==> config.mk <==
export PLATFORM = sky130hd
export DESIGN_NAME = acc_alu_unit
export DESIGN_NICKNAME = d
export VERILOG_FILES = /design/src/rtl/acc_alu_pkg.sv /design/src/rtl/alu_arith.sv /design/src/rtl/alu_rotor.sv /design/src/rtl/alu_stepper.sv /design/src/rtl/acc_alu_unit.sv
export SDC_FILE = /design/constraint.sdc
export NUM_CORES = 1
export LEC_CHECK = 0
export BUFFER_PORTS_ARGS = -buffer_cell sky130_fd_sc_hd__buf_2
export CAP_MARGIN = 40
export CORE_MARGIN = 2
export CORE_UTILIZATION = 60
export DETAILED_ROUTE_END_ITERATION = 8
export PLACE_DENSITY = 0.81
export SYNTH_ARGS = -nofsm -noshare
export SYNTH_HDL_FRONTEND = slang
export SYNTH_SLANG_ARGS = --single-unit
export TNS_END_PERCENT = 100
==> constraint.sdc <==
create_clock -name clk -period 5.65 [get_ports clk]
set_input_delay 1.695 -clock clk [delete_from_list [all_inputs] [get_ports clk]]
set_output_delay 1.695 -clock clk [all_outputs]
set_load 0.01 [all_outputs]
==> src/rtl/acc_alu_pkg.sv <==
package acc_alu_pkg;
   typedef enum logic [1:0] {
      CLS_ALU = 2'b00,
      CLS_ROT = 2'b01,
      CLS_INC = 2'b10,
      CLS_DEC = 2'b11
   } op_class_e;

   localparam logic [2:0] FN_ADD = 3'd0;
   localparam logic [2:0] FN_ADC = 3'd1;
   localparam logic [2:0] FN_SUB = 3'd2;
   localparam logic [2:0] FN_SBB = 3'd3;
   localparam logic [2:0] FN_AND = 3'd4;
   localparam logic [2:0] FN_XOR = 3'd5;
   localparam logic [2:0] FN_OR  = 3'd6;
   localparam logic [2:0] FN_CMP = 3'd7;

   localparam logic [1:0] ROT_LC = 2'd0;
   localparam logic [1:0] ROT_RC = 2'd1;
   localparam logic [1:0] ROT_LT = 2'd2;
   localparam logic [1:0] ROT_RT = 2'd3;

   typedef struct packed {
      logic cy;
      logic z;
      logic s;
      logic p;
   } flags_t;
endpackage

==> src/rtl/alu_arith.sv <==
module alu_arith
   import acc_alu_pkg::*;
#(
   parameter int W = 8
) (
   input  logic [W-1:0] a,
   input  logic [W-1:0] b,
   input  logic [2:0]   fn,
   input  logic         cy_in,
   output logic [W-1:0] res,
   output logic         cy_out
);
   localparam int EW = W + 1;

   logic [EW-1:0] ext_a, ext_b, ext_c, wide;

   assign ext_a = {1'b0, a};
   assign ext_b = {1'b0, b};
   assign ext_c = {{W{1'b0}}, cy_in};

   always_comb begin
      case (fn)
         FN_ADD:  wide = ext_a + ext_b;
         FN_ADC:  wide = ext_a + ext_b + ext_c;
         FN_SUB:  wide = ext_a - ext_b;
         FN_SBB:  wide = ext_a - ext_b - ext_c;
         FN_AND:  wide = {1'b0, a & b};
         FN_XOR:  wide = {1'b0, a ^ b};
         FN_OR:   wide = {1'b0, a | b};
         default: wide = ext_a - ext_b;
      endcase
   end

   assign res    = wide[W-1:0];
   assign cy_out = wide[W];


   logic_clr_chk: assert final ((fn < FN_AND) || (fn == FN_CMP) || !cy_out);
endmodule

==> src/rtl/alu_rotor.sv <==
module alu_rotor
   import acc_alu_pkg::*;
#(
   parameter int W = 8
) (
   input  logic [W-1:0] a,
   input  logic         cy_in,
   input  logic [1:0]   kind,
   output logic [W-1:0] res,
   output logic         cy_out
);
   logic [W-1:0] up_sh, dn_sh;
   logic         fill_lo, fill_hi;

   assign fill_lo = (kind == ROT_LC) ? a[W-1] : cy_in;
   assign fill_hi = (kind == ROT_RC) ? a[0]   : cy_in;

   generate
      for (genvar i = 0; i < W; i++) begin : g_bit
         if (i == 0) begin : g_lo
            assign up_sh[i] = fill_lo;
            assign dn_sh[i] = a[i+1];
         end else if (i == W - 1) begin : g_hi
            assign up_sh[i] = a[i-1];
            assign dn_sh[i] = fill_hi;
         end else begin : g_mid
            assign up_sh[i] = a[i-1];
            assign dn_sh[i] = a[i+1];
         end
      end
   endgenerate

   assign res    = kind[0] ? dn_sh : up_sh;
   assign cy_out = kind[0] ? a[0]  : a[W-1];


   circ_cy_chk: assert final (kind[1] || (kind[0] ? (res[W-1] == cy_out) : (res[0] == cy_out)));
endmodule

==> src/rtl/alu_stepper.sv <==
module alu_stepper #(
   parameter int W = 8
) (
   input  logic [W-1:0] v,
   input  logic         down,
   output logic [W-1:0] res
);
   logic [W-1:0] delta;

   assign delta = down ? {W{1'b1}} : {{(W-1){1'b0}}, 1'b1};
   assign res   = v + delta;
endmodule

==> src/rtl/acc_alu_unit.sv <==
module acc_alu_unit
   import acc_alu_pkg::*;
#(
   parameter int W            = 8,
   parameter bit PARITY_EVEN  = 1'b1
) (
   input  logic         clk,
   input  logic         rst_n,
   input  logic         start,
   input  logic [1:0]   op_class,
   input  logic [2:0]   fn_sel,
   input  logic [W-1:0] acc_in,
   input  logic [W-1:0] opnd_in,
   output logic [W-1:0] result_q,
   output logic         wr_en_q,
   output logic         flag_cy,
   output logic         flag_z,
   output logic         flag_s,
   output logic         flag_p
);
   localparam int MSB = W - 1;

   generate
      if (W < 2) begin : g_bad_width
         $error("acc_alu_unit: W must be at least 2");
      end
   endgenerate

   op_class_e    cls;
   flags_t       fl_q, fl_d;
   logic [W-1:0] ar_res, rot_res, st_res, val, res_d;
   logic         ar_cy, rot_cy, wr_d, par_bit, is_cmp;

   assign cls    = op_class_e'(op_class);
   assign is_cmp = (cls == CLS_ALU) && (fn_sel == FN_CMP);

   alu_arith #(.W(W)) u_arith (
      .a(acc_in), .b(opnd_in), .fn(fn_sel), .cy_in(fl_q.cy),
      .res(ar_res), .cy_out(ar_cy)
   );

   alu_rotor #(.W(W)) u_rotor (
      .a(acc_in), .cy_in(fl_q.cy), .kind(fn_sel[1:0]),
      .res(rot_res), .cy_out(rot_cy)
   );

   alu_stepper #(.W(W)) u_step (
      .v(opnd_in), .down(cls == CLS_DEC), .res(st_res)
   );

   assign val = (cls == CLS_ALU) ? ar_res : st_res;

   generate
      if (PARITY_EVEN) begin : g_par_even
         assign par_bit = ~^val;
      end else begin : g_par_odd
         assign par_bit = ^val;
      end
   endgenerate

   always_comb begin
      fl_d  = fl_q;
      res_d = result_q;
      wr_d  = 1'b1;
      case (cls)
         CLS_ALU: begin
            fl_d.cy = ar_cy;
            if (is_cmp) wr_d = 1'b0;
            else        res_d = ar_res;
         end
         CLS_ROT: begin
            fl_d.cy = rot_cy;
            res_d   = rot_res;
         end
         default: res_d = st_res;
      endcase
      if (cls != CLS_ROT) begin
         fl_d.z = (val == '0);
         fl_d.s = val[MSB];
         fl_d.p = par_bit;
      end
   end

   always_ff @(posedge clk) begin
      if (!rst_n) begin
         result_q <= '0;
         wr_en_q  <= 1'b0;
         fl_q     <= '0;
      end else if (start) begin
         result_q <= res_d;
         wr_en_q  <= wr_d;
         fl_q     <= fl_d;
      end else begin
         wr_en_q  <= 1'b0;
      end
   end

   assign flag_cy = fl_q.cy;
   assign flag_z  = fl_q.z;
   assign flag_s  = fl_q.s;
   assign flag_p  = fl_q.p;


   cmp_no_write_chk: assert property (@(posedge clk) disable iff (!rst_n)
      (start && op_class == 2'b00 && fn_sel == 3'd7) |=> (!wr_en_q && $stable(result_q)));


   idle_hold_chk: assert property (@(posedge clk) disable iff (!rst_n)
      !start |=> (!wr_en_q && $stable(result_q) && $stable(fl_q)));


   rot_keep_zsp_chk: assert property (@(posedge clk) disable iff (!rst_n)
      (start && op_class == 2'b01) |=> ($stable(flag_z) && $stable(flag_s) && $stable(flag_p)));


   step_keep_cy_chk: assert property (@(posedge clk) disable iff (!rst_n)
      (start && op_class[1]) |=> $stable(flag_cy));


   zero_track_chk: assert property (@(posedge clk) disable iff (!rst_n)
      (start && (op_class[1] || (op_class == 2'b00 && fn_sel != 3'd7))) |=> (flag_z == (result_q == '0)));


   logic_cy_clr_chk: assert property (@(posedge clk) disable iff (!rst_n)
      (start && op_class == 2'b00 && fn_sel[2] && fn_sel != 3'd7) |=> !flag_cy);


   write_pulse_chk: assert property (@(posedge clk) disable iff (!rst_n)
      (start && !(op_class == 2'b00 && fn_sel == 3'd7)) |=> wr_en_q);
endmodule

Word-level counts from Yosys, hierarchy flattened --
Cells that the tools add are included.
Word-level totals: logic and storage cells 48, output and inout port bits 13, register bits after elaboration 13, input port bits 24
Operators by class: bitwise operators 3, mux-type cells 12, equality and inequality tests 11, $add $sub $neg 5, reduce and logical (&&, ||, !) cells 11
Operators by type and width (count):
- $pmux W9 S6 | 1
- $mux W8 | 4
- $pmux W8 S2 | 1
- $eq A3 B3 Y1 const B | 4
- $add A8 B8 Y9 | 1
- $add A9 B1 Y9 | 1
- $sub A8 B8 Y9 | 1
- $sub A9 B1 Y9 | 1
- $add A8 B8 Y8 | 1
- $and A8 B8 Y8 | 1
- $logic_not A8 Y1 | 1
- $or A8 B8 Y8 | 1
- $reduce_and A2 Y1 | 4
- $reduce_xnor A8 Y1 | 1
- $xor A8 B8 Y8 | 1
- $mux W1 | 5
- $eq A2 B1 Y1 const B | 2
- $logic_not A2 Y1 | 2
- $eq A3 B1 Y1 const B | 1
- $eq A3 B2 Y1 const B | 1
- $logic_not A3 Y1 | 1
- $eq A2 B2 Y1 const B | 1
- $ne A2 B1 Y1 const B | 1
- $ne A2 B2 Y1 const B | 1
- 3 further kinds | 3

Depth between registers and ports, before layout --
Gate-level depths: netlist of run 1.
depth after elaboration 5, depth in mapped cells 17, mapped depth without buffers 17

Modules after synthesis --
Synthesis of run 1 repeated with hierarchy kept, for this count alone.
Unflattened totals: cells, all modules 407, area, all modules 3085.5 um^2
By module, submodules not included:
- alu_arith | area each 1731.7 um^2, cells an instance 259, sequential area each 0.0 um^2, instances 1
- acc_alu_unit | area each 905.9 um^2, cells an instance 94, sequential area each 260.2 um^2, instances 1
- alu_stepper | area each 297.8 um^2, cells an instance 40, sequential area each 0.0 um^2, instances 1
- alu_rotor | area each 150.1 um^2, cells an instance 14, sequential area each 0.0 um^2, instances 1

Worst setup path before layout of run 1 --
OpenSTA, ideal clock, no wires.
kind in2reg, from input acc_in[0], to register fl_q, in the netlist flag_p, stages 16, required time 5.535 ns, path buffers 0, setup slack 0.802 ns, data arrival time 4.733 ns, setup time 0.115 ns, path through ha_1 > inv_1 > fa_1 > or2b_1 > a2111oi_4 > a211oi_2 > nor4b_4 > xnor2_1 > a21oi_2 > a221oi_2 > nor2_1 > ha_1 > xor2_1 > xnor2_1 > o21ai_0 > and2_1
Between the ends: longest elaborated chain between the ends 5, elaborated cells on any way between the ends 10, those cells by class 4 x add/sub; 2 x mux; 3 x bitwise; 1 x reduce/logical
Ends and longest elaborated chain:
- start: declaration | line acc_alu_unit.sv:12 | input logic [W-1:0] acc_in,
- $sub A8 B8 Y9 / $add A8 B8 Y9 (equally long branches)
- $sub A9 B1 Y9 / $add A9 B1 Y9 (equally long branches) | line alu_arith.sv:26, alu_arith.sv:24
- $pmux W9 S6 (*) | line alu_arith.sv:22 | case (fn)
- $mux W8 (*) | line acc_alu_unit.sv:51 | assign val = (cls == CLS_ALU) ? ar_res : st_res;
- $reduce_xnor A8 Y1 (*) | line acc_alu_unit.sv:55 | assign par_bit = ~^val;
- end signal: assignment | line acc_alu_unit.sv:92 | fl_q <= fl_d;
- end: declaration | line acc_alu_unit.sv:30 | flags_t fl_q, fl_d;
Mark *: on every way between the ends. The rest lies on a longest branch, timed or not. A chain may end at the register's enable or synchronous reset.

Worst setup path in the final report of run 1 --
from input acc_in[3], to register fl_q, in the netlist flag_p
Same word-level chain as after synthesis.

==> metrics.txt, run 1 <==
PortBufs=36; Placement Setup Slack=0.267 ns; clock slew seen by the registers of the worst setup and hold paths=0.05 ns; layout cells sized above 1=0.153; critical path capture point type=register; Die ar.=0.00531 sq mm; power density over the cells=171 mW/mm^2; yosys warns=0; total track usage=0.311; fin crit period=5.20 ns; cell area after synthesis=0.00285 sq mm; area of the multi-input gates=0.00235 sq mm; Final setup viols=0; WP data required=5.79 ns; CTS tree=done; LEAKAGE=1.35 nW; VDD IR max=0.000108 V; Resized Gates After CTS=0; CP Data Arrival Time=5.33 ns; Max clock buf depth=2; status=complete, no violations; cell row count=25; EDFF count, synth=0; RSZ-0062 raised after global routing=false; CTS buffer count=3; max-slew violations=0; Reg2Reg Setup Slack=2.44 ns; Clock Sinks=13; initial antenna violation count=0; CP max-delay cell=a2111oi_0; setup TNS=0 ns; DRT antenna net count=0; TritonRoute pass-1 iters=6; Area Overhead vs Synth=6.64%; CP Max Fanout=12; most common cell after layout, fill and taps aside=ha_1; Routed WL=7930 um; Filler Cell Count=434; post-synth top area cell=ha_1; largest net degree at the start of global routing=30; Worst Hold Class=register to register; Core ar.=0.00466 sq mm; Final WS setup=0.454 ns; Die W=72.9 um; Top FF cell, synth=dfxtp_1; first-pass GRT wire length=13000 um; Reg area=260 sq um; Fin Hold WS=0.478 ns; io pins=37; sequential fraction of the synthesis area=0.0914; Final Power=0.000520 W; final net count=464; CP Launch Type=input port; crit-path cells=buf_2 > inv_1 > ha_1 > nor3_2 > a2111oi_0 > o21ai_1 > xor2_1 > nand4_1 > a21o_1 > a221oi_2 > nor2_1 > ha_1 > xor2_1 > xnor2_1 > o21ai_0 > and2_1; worst rel slew slack=0.567; placer's final routability congestion estimate=0.980; syn_nets=439; Hold Vio Cnt, Final=0; CP max stage delay=0.60 ns; # Post-CTS Setup Buffers=0; CP Buf/Inv Count=2; number of diodes=0; Post-route DRC=0; max_cap viols=0; Cell variety after synth=71; initial core utilization=0.611; Layout Skew=0.00306 ns; DP HPWL=6330 um; H-tree levels=1; Synth async-reset ratio=0; Final period util=0.920; final core occ=0.651; GRT Residual Overflow=0; delay-heaviest family, CP=compound AO/OA/AOI/OAI gates; Worst-Skew Late Latency=0.24 ns; top cell type's share of synthesized area=0.167; DR WL/cell=17.5 um; die height=72.9 um; #FFs+latches synth=13; number of global-route vias before repair=2645; Post-Syn Instances=374; FMAX=0.192 GHz; worst-margin pin slew=0.644 ns; Vias/cell=6.44; Mean Syn Cell Area=7.61 sq um; total number of vias=2909; first-iteration detailed-routing DRC count=236; commonest non-fill, non-tap cells in the layout=ha_1, buf_2, a21oi_1, inv_1, nor2_1; Hold-fix buffers, CTS=0; main area contributors after synthesis=ha_1, dfxtp_1, xnor2_1; Root Buffer Master=clkbuf_8; Setup CP Type=input port to register
## through the flow
| step | area (sq um) | std cells |
|---|---|---|
| 4_1_cts | 3040 | 452 |
| 3_3_place_gp | 2990 | 448 |
| 3_5_place_dp | 2990 | 448 |
| 6_report | 3040 | 452 |
| 2_1_floorplan | 2850 | 374 |
| 5_1_grt | 3040 | 452 |
## per-layer routing
metal	wire, um	track usage
met5	0	0
met4	327	0.132
met3	572	0.0497
met2	3540	0.495
met1	3490	0.415
## area by class of cell
type | count | share of cell area
clock buffer | 4 | 0.0148
inverter | 32 | 0.0396
multi-input combinational | 311 | 0.773
sequential | 13 | 0.0857
tap | 54 | 0.0223
timing repair buffer | 38 | 0.0643
## Yosys cell counts (2+ instances only)
cell type / count
a221oi_2: 2
a21oi_1: 33
nor3_1: 10
and2_1: 6
fa_1: 3
inv_1: 31
a2111oi_0: 2
a211oi_1: 7
or2_2: 5
ha_1: 38
o21bai_1: 3
nor2b_1: 3
a21o_1: 6
buf_6: 6
a31oi_1: 5
mux2i_1: 10
a21boi_0: 4
o21ai_1: 2
or3_1: 3
xnor2_1: 25
nor2_1: 30
nand2b_1: 5
a221oi_1: 2
or2b_1: 3
o211ai_1: 6
clkbuf_1: 7
xor2_1: 6
dfxtp_1: 13
buf_1: 2
o221ai_1: 4
o21ai_0: 20
nand3_1: 7
nand2_1: 17
o22ai_1: 6
nand4_1: 5
nand3b_1: 2
## power by group
| group | switching (W) | internal (W) | total [W] |
|---|---|---|---|
| Combinational | 0.000197 | 0.000135 | 0.000332 |
| Clock | 0.0000325 | 0.0000498 | 0.0000823 |
| Sequential | 0.00000406 | 0.000101 | 0.000105 |
## final timing paths
check / startpoint / end / cells past startpoint
min: result_q[0] / result_q[0] / 2
min reg2reg: result_q[0] / result_q[0] / 2
max reg2reg: flag_cy / flag_p / 14
max: acc_in[3] / flag_p / 16
## kinds of logic (layout without fill, tap and decap cells)
group	after synthesis	count (layout)	synth area share
xor+xnor	31	31	0.0954
compound gates	123	123	0.302
buf+inv	50	74	0.0840
fa+ha+maj	42	42	0.192
flops	13	13	0.0914
mux	10	10	0.0352
simple gates	105	105	0.201
## flip-flops by register name, indices dropped and copies added (netlist names)
register  count
flag_p        1
wr_en_q       1
flag_s        1
flag_cy       1
result_q      8
flag_z        1
## worst min-delay path: stages, from the launching register on
cell and delay [ns]:
dfxtp_1 0.30, nand2b_1 0.06, a21boi_0 0.07
(Power assumes the default switching activity.)
==> inputs of run 2 (changes only) <==
--- a/config.mk
+++ b/config.mk
@@ -7,10 +7,9 @@
 export LEC_CHECK = 0
 export BUFFER_PORTS_ARGS = -buffer_cell sky130_fd_sc_hd__buf_2
 export CAP_MARGIN = 40
-export CORE_MARGIN = 2
-export CORE_UTILIZATION = 60
+export CORE_UTILIZATION = 30
 export DETAILED_ROUTE_END_ITERATION = 8
-export PLACE_DENSITY = 0.81
+export PLACE_DENSITY = 0.46
 export SYNTH_ARGS = -nofsm -noshare
 export SYNTH_HDL_FRONTEND = slang
 export SYNTH_SLANG_ARGS = --single-unit
==> run 2 against run 1 <==
  * Sequential share of layout area decreased by 0.22 points
  * Non-clock buffer count increased by 1
  * Power increased by 1.5%
  * Combinational power increased by 2%
  * Wire length increased by 11%
  * Clock power increased by 3.0%
  * Largest cell class unchanged
==> metrics.txt, run 2 (same netlist as run 1, synthesis figures left out) <==
status=complete, no violations; Setup CP Type=input port to register; Post-route DRC=0; Core ar.=0.00920 sq mm; Clock Sinks=13; worst rel slew slack=0.609; Reg2Reg Setup Slack=2.44 ns; FF-to-FF Start=flag_cy; Hold-fix buffers, CTS=0; number of global-route vias before repair=2632; CP Max Fanout=12; Layout Skew=0.00183 ns; sequential share of power=0.201; clock slew seen by the registers of the worst setup and hold paths=0.06 ns; Worst-Skew Late Latency=0.24 ns; placer's final routability congestion estimate=0.851; CP Launch Type=input port; first-pass GRT wire length=14100 um; Worst Setup SP=acc_in[2]; CP Data Arrival Time=5.38 ns; commonest non-fill, non-tap cells in the layout=ha_1, buf_2, a21oi_1, inv_1, nor2_1; Vias/cell=5.56; most common cell after layout, fill and taps aside=ha_1; Combinational Power Share=0.638; # Post-CTS Setup Buffers=0; fin crit period=5.24 ns; io pins=37; Die W=99.4 um; Die ar.=0.00988 sq mm; Psw=0.000240 W; DRT antenna net count=0; Max clock buf depth=2; Clk network pwr share=0.161; PortBufs=36; FMAX=0.191 GHz; initial core utilization=0.310; Final setup viols=0; Worst Hold Class=register to register; setup TNS=0 ns; number of diodes=0; sw frac=0.455; layout cells sized above 1=0.155; LEAKAGE=1.36 nW; CTS tree=done; Reg2Reg Depth=14; Resized Gates After CTS=0; end of the critical path=flag_p; Int Pwr=0.000287 W; max_cap viols=0; DR WL/cell=17.2 um; TritonRoute pass-1 iters=4; cell row count=35; VDD IR max=0.0000848 V; CTS buffer count=3; die height=99.4 um; max-slew violations=0; DP HPWL=7100 um; Final Power=0.000528 W; Reg2Reg Capture Point=flag_p; Final period util=0.928; largest net degree at the start of global routing=28; Top reg by flops=result_q; Area Overhead vs Synth=9.41%; total number of vias=2837; WP data required=5.79 ns; final net count=465; total track usage=0.181; RSZ-0062 raised after global routing=false; first-iteration detailed-routing DRC count=169; max FFs per register=8; Routed WL=8770 um; GRT Residual Overflow=0; initial antenna violation count=0; worst-margin pin slew=0.571 ns; Root Buffer Master=clkbuf_8; H-tree levels=1; Hold Vio Cnt, Final=0; power density over the cells=170 mW/mm^2; critical path capture point type=register
## run 2: cell count changes in the layout (fill, tap and decap cells not counted), sizes merged
cell,previous run,this run
buf,38,39
## run 2: power groups by stage
stage | clock [W] | combinational [W] | sequential (W)
4_1_cts | 0.0000873 | 0.000334 | 0.000107
2_1_floorplan | 0 | 0.000249 | 0.000112
3_5_place_dp | 0 | 0.000333 | 0.000109
5_1_grt | 0.0000923 | 0.000372 | 0.000107
3_3_place_gp | 0 | 0.000333 | 0.000108
6_report | 0.0000848 | 0.000337 | 0.000106
## run 2: per-stage QoR
stage / std cells / util / area [sq um] / hold WS [ns] / setup WS, ns
6_report: 510 / 0.339 / 3110 / 0.479 / 0.408
5_1_grt: 510 / 0.339 / 3110 / 0.520 / 0.206
4_1_cts: 510 / 0.339 / 3110 / 0.485 / 0.463
3_5_place_dp: 506 / 0.334 / 3070 / 0.476 / 0.214
3_3_place_gp: 506 / 0.334 / 3070 / 0.465 / 0.286
2_1_floorplan: 374 / - / 2850 / 0.502 / 0.802
## run 2: how the worst min path moves through the flow
stage	startpoint	endpoint	slack (ns)	cells past startpoint
global route	result_q[0]	result_q[0]	0.52	2
CTS	result_q[0]	result_q[0]	0.48	2
detailed placement	result_q[0]	result_q[0]	0.48	2
global placement	result_q[0]	result_q[0]	0.46	2
finish	result_q[0]	result_q[0]	0.48	2
floorplan	result_q[0]	result_q[0]	0.50	2
## run 2: cell type report
cell class | count | area (sq um)
Timing Repair Buffer | 39 | 203
Fill cell | 1007 | 6080
Inverter | 32 | 120
Clock buffer | 4 | 45.0
Tap cell | 111 | 139
Sequential cell | 13 | 260
Multi-Input combinational cell | 311 | 2350
## run 2: metal layers
metal  wire [um]  track usage  share of wire
met5           0            0              0
met4         184       0.0452          0.021
met3         416       0.0211          0.047
met2        3560        0.273           0.41
met1        4610        0.272           0.53
## run 2: worst max-delay path, stage by stage
cell and delay (ns):
buf_2 0.19, inv_1 0.06, ha_1 0.56, nor3_2 0.12, a2111oi_0 0.59, o21ai_1 0.16, xor2_1 0.38, nand4_1 0.14
a21o_1 0.20, a221oi_2 0.35, nor2_1 0.10, ha_1 0.31, xor2_1 0.18, xnor2_1 0.13, o21ai_0 0.08, and2_1 0.15
==> inputs of run 3 (changes only) <==
==> constraint.sdc (replaced) <==
create_clock -name clk -period 5.65 [get_ports clk]
set_input_delay 0.565 -clock clk [delete_from_list [all_inputs] [get_ports clk]]
set_output_delay 0.565 -clock clk [all_outputs]
set_load 0.01 [all_outputs]
==> run 3 against run 2 <==
  * Core utilization decreased by 0.16 points
  * Via count is 0.74% lower
  * Wire length grew 0.57%
  * Clock power shrank 1%
  * First-iteration DRC count is 33% lower
  * Power is 0.42% lower
  * Sequential power about the same
  * Die area is the same
  * Critical path type unchanged
  * Largest cell class unchanged
  * Highest routed layer unchanged
==> metrics.txt, run 3 (same netlist as run 1, synthesis figures left out) <==
Die W=99.4 um; first-iteration detailed-routing DRC count=114; Post-Place Cells=504; PortBufs=36; worst-margin pin slew=0.631 ns; CP Data Arrival Time=4.20 ns; first-pass GRT wire length=14100 um; TritonRoute pass-1 iters=4; die height=99.4 um; total number of vias=2816; Top reg by flops=result_q; non-filler cells in the finished layout=508; cell row count=35; number of diodes=0; critical path capture point type=register; CP Launch Type=input port; VDD IR max=0.0000630 V; Worst Hold Launch=result_q[0]; largest net degree at the start of global routing=30; Reg area=260 sq um; fin crit period=4.06 ns; power density over the cells=170 mW/mm^2; Worst Setup SP=acc_in[0]; crit-path cells=buf_2 > inv_1 > ha_1 > fa_1 > o21bai_1 > a21oi_1 > o311ai_1 > xnor2_1 > a31o_1 > a21o_1 > a221oi_2 > nor2_1 > ha_1 > xor2_1 > xnor2_1 > o21ai_0 > and2_1; # Post-CTS Setup Buffers=0; Hold-fix buffers, CTS=0; LEAKAGE=1.35 nW; worst rel slew slack=0.579; initial core utilization=0.310; Layout Skew=0.00294 ns; FF-to-FF Start=flag_cy; CTS tree=done; Die ar.=0.00988 sq mm; Worst Hold Class=register to register; max FFs per register=8; FMAX=0.246 GHz; WP data required=5.79 ns; GRT Residual Overflow=0; max-slew violations=0; Worst-Skew Late Latency=0.24 ns; io pins=37; RSZ-0062 raised after global routing=false; Area Overhead vs Synth=8.88%; layout cells sized above 1=0.151; Filler Cell Count=1002; Routed WL=8820 um; DRT antenna net count=0; most common cell after layout, fill and taps aside=ha_1; area of the multi-input gates=0.00235 sq mm; CP max-delay cell=fa_1; Resized Gates After CTS=0; Clock Sinks=13; max_cap viols=0; total track usage=0.182; number of global-route vias before repair=2606; DR WL/cell=17.4 um; CP max stage delay=0.45 ns; Final period util=0.719; setup TNS=0 ns; H-tree levels=1; final net count=463; Max clock buf depth=2; Setup CP Type=input port to register; commonest non-fill, non-tap cells in the layout=ha_1, buf_2, a21oi_1, inv_1, nor2_1; Final Power=0.000526 W; Hold Vio Cnt, Final=0; final core occ=0.337; DP HPWL=7070 um; clock slew seen by the registers of the worst setup and hold paths=0.06 ns; Vias/cell=5.54; CTS buffer count=3; Root Buffer Master=clkbuf_8; Core ar.=0.00920 sq mm; Post-route DRC=0; CP Max Fanout=7; placer's final routability congestion estimate=0.838; status=complete, no violations; initial antenna violation count=0; Final setup viols=0; Fin Hold WS=0.475 ns
-- run 3: changes by cell type in the layout (fill, tap and decap cells not counted) --
cell	change
buf_4	-2
-- run 3: layout make-up --
class,count,share of cell area
Inverter,32,0.0388
Clock buffer,4,0.0145
Tap cell,111,0.0448
Sequential cell,13,0.0840
Timing Repair Buffer,37,0.0606
Multi-Input combinational cell,311,0.757
-- run 3: through the flow --
step	worst slack [ns]	instance area (sq um)
global route	1.30	3100
detailed placement	1.37	3050
floorplan	1.93	2850
global placement	1.42	3050
finish	1.59	3100
CTS	1.62	3100
-- run 3: path summary, 6_finish.rpt --
path | slack, ns | cells past startpoint | endpoint
worst max-delay path | 1.59 | 17 | flag_p
worst min-delay path | 0.48 | 2 | result_q[0]
worst max register to register | 2.37 | 14 | flag_p
worst min register to register | 0.48 | 2 | result_q[0]
-- run 3: per-layer routing --
metal / vias up / GRT usage / wire length (um)
li1: 1404 / - / -
met1: 1329 / 0.274 / 4630
met2: 70 / 0.275 / 3570
met3: 13 / 0.0218 / 446
met4: 0 / 0.0407 / 174
met5: - / 0 / 0
-- run 3: critical path: cells and delay by family --
family | cells | cell delay, ns
compound gates | 7 | 1.56
xor+xnor | 3 | 0.62
fa+ha+maj | 3 | 1.00
buf+inv | 2 | 0.20
simple gates | 2 | 0.25
-- run 3: power breakdown --
group | internal, W | switching, W | total [W]
clock | 0.0000499 | 0.0000340 | 0.0000839
combinational | 0.000135 | 0.000201 | 0.000336
sequential | 0.000101 | 0.00000494 | 0.000106
